==> src/rtl/uart_irq_pkg.sv <==
package uart_irq_pkg;

    localparam int IER_W  = 4;
    localparam int BYTE_W = 8;
    localparam int ERR_W  = 4;
    localparam int LAT_N  = 4;   // causes held in pending bits

    // indexes of the held causes
    localparam int P_LINE  = 0;
    localparam int P_TMO   = 1;
    localparam int P_THRE  = 2;
    localparam int P_MODEM = 3;

    typedef enum logic [3:0] {
        IID_MODEM  = 4'h0,
        IID_NONE   = 4'h1,
        IID_THRE   = 4'h2,
        IID_RXDATA = 4'h4,
        IID_LINE   = 4'h6,
        IID_TMO    = 4'hC
    } iid_e;

    typedef struct packed {
        logic line;
        logic rxdata;
        logic tmo;
        logic thre;
        logic modem;
    } cause_t;

    // fixed urgency order; the first active cause wins
    function automatic iid_e pick_iid(cause_t c);
        iid_e r;
        if (c.line)        r = IID_LINE;
        else if (c.rxdata) r = IID_RXDATA;
        else if (c.tmo)    r = IID_TMO;
        else if (c.thre)   r = IID_THRE;
        else if (c.modem)  r = IID_MODEM;
        else               r = IID_NONE;
        return r;
    endfunction

endpackage

==> src/rtl/irq_en_reg.sv <==
module irq_en_reg
    import uart_irq_pkg::*;
(
    input  logic              clk,
    input  logic              rst,
    input  logic              wr,
    input  logic [BYTE_W-1:0] wdata,
    output logic [IER_W-1:0]  en_q
);
    logic unused_hi;
    assign unused_hi = ^wdata[BYTE_W-1:IER_W];

    always_ff @(posedge clk) begin
        if (rst)     en_q <= '0;
        else if (wr) en_q <= wdata[IER_W-1:0];
    end
endmodule

==> src/rtl/irq_pend_bits.sv <==
module irq_pend_bits #(
    parameter int N = 4
) (
    input  logic         clk,
    input  logic         rst,
    input  logic [N-1:0] set_i,
    input  logic [N-1:0] clr_i,
    output logic [N-1:0] pend_q
);
    for (genvar i = 0; i < N; i++) begin : g_bit
        always_ff @(posedge clk) begin
            if (rst)           pend_q[i] <= 1'b0;
            else if (set_i[i]) pend_q[i] <= 1'b1;   // set beats clear
            else if (clr_i[i]) pend_q[i] <= 1'b0;
        end
    end
endmodule

==> src/rtl/irq_prio_enc.sv <==
module irq_prio_enc
    import uart_irq_pkg::*;
(
    input  logic [LAT_N-1:0]  pend,
    input  logic              rx_ready,
    input  logic [IER_W-1:0]  en,
    input  logic              fifo_en,
    output iid_e              iid,
    output logic [BYTE_W-1:0] iir,
    output logic              irq
);
    cause_t live;

    always_comb begin
        live.line   = pend[P_LINE]  & en[2];
        live.rxdata = rx_ready      & en[0];
        live.tmo    = pend[P_TMO]   & en[0] & fifo_en;
        live.thre   = pend[P_THRE]  & en[1];
        live.modem  = pend[P_MODEM] & en[3];
        iid = pick_iid(live);
        iir = {fifo_en, 3'b000, iid};
        irq = (iid != IID_NONE);
    end
endmodule

==> src/rtl/uart_irq_ident.sv <==
module uart_irq_ident
    import uart_irq_pkg::*;
(
    input  logic        clk,
    input  logic        rst,
    input  logic        fifo_en,
    input  logic        ier_wr,
    input  logic [7:0]  ier_wdata,
    input  logic [3:0]  err_evt,
    input  logic        rx_ready,
    input  logic        tmo_evt,
    input  logic        thre_evt,
    input  logic        msr_evt,
    input  logic        rbr_rd,
    input  logic        thr_wr,
    input  logic        iir_rd,
    input  logic        lsr_rd,
    input  logic        msr_rd,
    output logic [7:0]  iir_o,
    output logic        int_o
);
    logic [IER_W-1:0] ier_q;
    logic [LAT_N-1:0] pend_set, pend_clr, pend_q;
    iid_e             cur_iid;

    irq_en_reg u_en (
        .clk(clk), .rst(rst), .wr(ier_wr), .wdata(ier_wdata), .en_q(ier_q)
    );

    always_comb begin
        pend_set[P_LINE]  = |err_evt;
        pend_clr[P_LINE]  = lsr_rd;
        pend_set[P_TMO]   = tmo_evt & fifo_en;
        pend_clr[P_TMO]   = rbr_rd | ~fifo_en;
        pend_set[P_THRE]  = thre_evt;
        pend_clr[P_THRE]  = thr_wr | (iir_rd & (cur_iid == IID_THRE));
        pend_set[P_MODEM] = msr_evt;
        pend_clr[P_MODEM] = msr_rd;
    end

    irq_pend_bits #(.N(LAT_N)) u_pend (
        .clk(clk), .rst(rst), .set_i(pend_set), .clr_i(pend_clr), .pend_q(pend_q)
    );

    irq_prio_enc u_enc (
        .pend(pend_q), .rx_ready(rx_ready), .en(ier_q), .fifo_en(fifo_en),
        .iid(cur_iid), .iir(iir_o), .irq(int_o)
    );
endmodule

==> config.mk <==
export PLATFORM = sky130hd
export DESIGN_NAME = uart_irq_ident
export DESIGN_NICKNAME = d
export VERILOG_FILES = /design/src/rtl/uart_irq_pkg.sv /design/src/rtl/irq_en_reg.sv /design/src/rtl/irq_pend_bits.sv /design/src/rtl/irq_prio_enc.sv /design/src/rtl/uart_irq_ident.sv
export SDC_FILE = /design/constraint.sdc
export NUM_CORES = 1
export LEC_CHECK = 0
export BUFFER_PORTS_ARGS = -buffer_cell sky130_fd_sc_hd__clkbuf_2
export CORE_AREA = 2 2 39 41
export DETAILED_ROUTE_END_ITERATION = 8
export DIE_AREA = 0 0 41 43
export HOLD_SLACK_MARGIN = 0.15
export PLACE_DENSITY = 0.8
export SYNTH_ARGS = -nofsm -noshare
export SYNTH_HDL_FRONTEND = slang
export SYNTH_HIERARCHICAL = 1
export SYNTH_SLANG_ARGS = --single-unit
==> constraint.sdc <==
create_clock -name clk -period 1.55 [get_ports clk]
set_input_delay 0.155 -clock clk [delete_from_list [all_inputs] [get_ports clk]]
set_output_delay 0.155 -clock clk [all_outputs]
set_load 0.005 [all_outputs]
==> impl_metrics.toml <==
[final_layout]
ff_latch_area_um2 = 161
multi_input_area_um2 = 238
nets = 115
drive_gt1_share_pct = 43.2
finish.instance_area_um2 = 692
antenna_cells = 0
area_growth_pct = 51.5
post-route-util_pct = 50.0
nFillCells = 134

[synth]
synth-warning-count = 6
synth.distinct_cells = 20
seq_area_frac_synth_pct = 35.1
synth_edf_count = 0
syn_avg_cell_area_um2 = 8.30
async_flop_share_pct = 0
netlist_area_um2 = 457
syn_inst = 55
ys.flop_type = "dfxtp_1"
ys_ff_latch = 8

[critical_path]
path_class = "reg -> reg"
cp.arrival_ns = 1.71
crit_path_top_delay_cell = "dfxtp_2"
crit_chain = "buf_6 -> a222oi_1 -> o21a_1 -> nor4b_2 -> a21o_1 -> nand2b_4 -> a21oi_2"
worstSetupStartpoint = "u_pend/pend_q[2]$_SDFFE_PP0P_"
cp_max_fo = 3
cp_num_cells = 7
cpLargestDelayFamily = "compound AO/OA/AOI/OAI gates"
crit-reg2reg-launch = "u_pend/pend_q[2]$_SDFFE_PP0P_"
slowest_delay_ns = 0.32
critPathCapture = "u_pend/pend_q[2]$_SDFFE_PP0P_"
critPathRequiredTime_ns = 1.73
r2r_cells = 7
timing.rr.end = "u_pend/pend_q[2]$_SDFFE_PP0P_"
path_buf_inv = 1
cp-end-kind = "flip-flop"
r2r_slack_ns = 0.03
worstSetupStartpointType = "flip-flop"

[placement]
pre_cts_slack_ns = 0.00463
place.port_buffers = 26
postPlaceCellArea_um2 = 587
dp_hpwl_um = 788
place.gp.congestion = 0.719

[sta]
slew_viol_final = 0
post-route-min-period_ns = 1.52
hold_slack_ns = 0.157
worst_slack_ns = 0.0275
finalHoldViolCount = 0
post-route-period-util_pct = 98.2
rsz0062_at_grt = "yes"
setup_viol_count_final = 0
fin_skew_ns = 0.00485
clock.fmax_mhz = 657

[clocking]
cts_num_sinks = 8
postCtsSetupBuffers = 0
cts_tree = "yes"
clockRootBuffer = "clkbuf_4"
clk_path_buf_depth = 2
clk_latency_ns = 0.25
path_clk_slew_ns = 0.05
numCtsBuffers = 3
htreeDepth = 1

[route]
route.detailed.drc = 0
first_pass_iters = 5
routed_wl_um = 996
route.vias.total = 478
post_drt_wl_per_cell_um = 9.58
ant_nets = 0
drt_iter0_drc = 5
vias_per_cell = 4.60

[global_route]
grt_overflow_total = 0
antenna_found_initial = 0
grt_max_degree = 9
grt_pass1_vias = 411
groute.usage.overall_pct = 13.4
grt_pass1_wl_mm = 1.59

[run]
maxCapViolCount = 0

[die]
die_area_um2 = 1760
start_util_pct = 33.0
die_y_um = 43
ios = 34
row_count = 14
fp.dieW_um = 41
core-area_um2 = 1380

[power]
ir_worst_vdd_uv = 368
p_per_area_nw_per_um2 = 715
power_w = 0.000495
p_leak_nw = 0.363

[hold_path]
hp-start = "rst"
hold_path_class = "in -> reg"

[run_status]
outcome = "finished, final reports clean"
## per-layer routing
layer | GRT usage (%) | share of wire [%] | vias up
met5 | 0 | 0 | -
met4 | 8.00 | 1.4 | 0
met3 | 4.19 | 13 | 2
met2 | 20.0 | 47 | 31
met1 | 16.0 | 38 | 202
li1 | - | - | 243
## how the worst min path moves through the flow
stage,to,slack [ns],cells past startpoint
after floorplan,u_pend/pend_q[0]$_SDFFE_PP0P_,0.22,1
after global placement,u_pend/pend_q[3]$_SDFFE_PP0P_,0.37,3
after detailed placement,u_pend/pend_q[3]$_SDFFE_PP0P_,0.38,3
after global routing,u_pend/pend_q[0]$_SDFFE_PP0P_,0.17,3
final,u_pend/pend_q[2]$_SDFFE_PP0P_,0.16,2
after CTS,u_pend/pend_q[0]$_SDFFE_PP0P_,0.16,3
## logic make-up (layout without fill, tap and decap cells)
| family | count (synthesis) | after routing | share of synthesized area [%] |
|---|---|---|---|
| simple gates | 17 | 17 | 21.9 |
| mux | 4 | 4 | 8.77 |
| flops | 8 | 8 | 35.1 |
| compound gates | 11 | 11 | 15.1 |
| other cells | 1 | 3 | 0.821 |
| buf+inv | 14 | 45 | 18.4 |
## worst reg2reg max path, cell delays in order, from the launching register on
cell      delay, ns
dfxtp_2        0.32
buf_6          0.12
a222oi_1       0.32
o21a_1         0.22
nor4b_2        0.06
a21o_1         0.16
nand2b_4       0.13
a21oi_2        0.12
## cells in the mapped netlist, types with 2 or more instances
| cell | instances | area share, % |
|---|---|---|
| buf_4 | 8 | 13 |
| dfxtp_1 | 8 | 35 |
| a21oi_1 | 5 | 5.5 |
| inv_1 | 5 | 4.1 |
| nand2b_1 | 5 | 6.8 |
| mux2i_1 | 4 | 8.8 |
| nor2_1 | 4 | 3.3 |
| and2_1 | 2 | 2.7 |
| nand2_1 | 2 | 1.6 |
| o21ai_0 | 2 | 2.2 |
## state kept, by name, summed over array words and instances, names as in the netlist
register	count
u_pend/pend_q	4
u_en/en_q	4
## power by group
part	internal, W	switching (W)
combinational	0.0000676	0.0000443
sequential	0.000219	0.00000838
clock	0.0000883	0.0000670
total	0.000375	0.000120
## area by class of cell
cell class	count	area share [%]
clock buffer	3	3.25
inverter	5	2.71
multi-input combinational	35	34.4
sequential	8	23.3
tap	16	2.89
timing repair buffer	37	33.5
## what timing repair did
item,4_1_cts,5_1_grt
resized for setup,1,5
hold buffers,5,1
setup endpoints to repair,1,3
hold endpoints to repair,5,1
pin swaps,2,4
## placed cells by master, fill, tap and decap left out, types with 2 or more instances in the layout
master	n
mux2i_1	4
a21oi_1	4
and2_1	2
inv_1	5
clkbuf_4	3
nand2b_1	4
dfxtp_1	7
buf_4	4
nor2_1	4
conb_1	3
nand2_1	2
dlygate4sd3_1	6
o21ai_0	2
clkbuf_2	26
## stage by stage
step | instances | TNS (ns)
2_1_floorplan | 57 | 0
3_3_place_gp | 95 | 0
3_5_place_dp | 95 | 0
4_1_cts | 103 | 0
5_1_grt | 104 | -0.185
6_report | 104 | 0
Power figures use the tool's default switching activity.
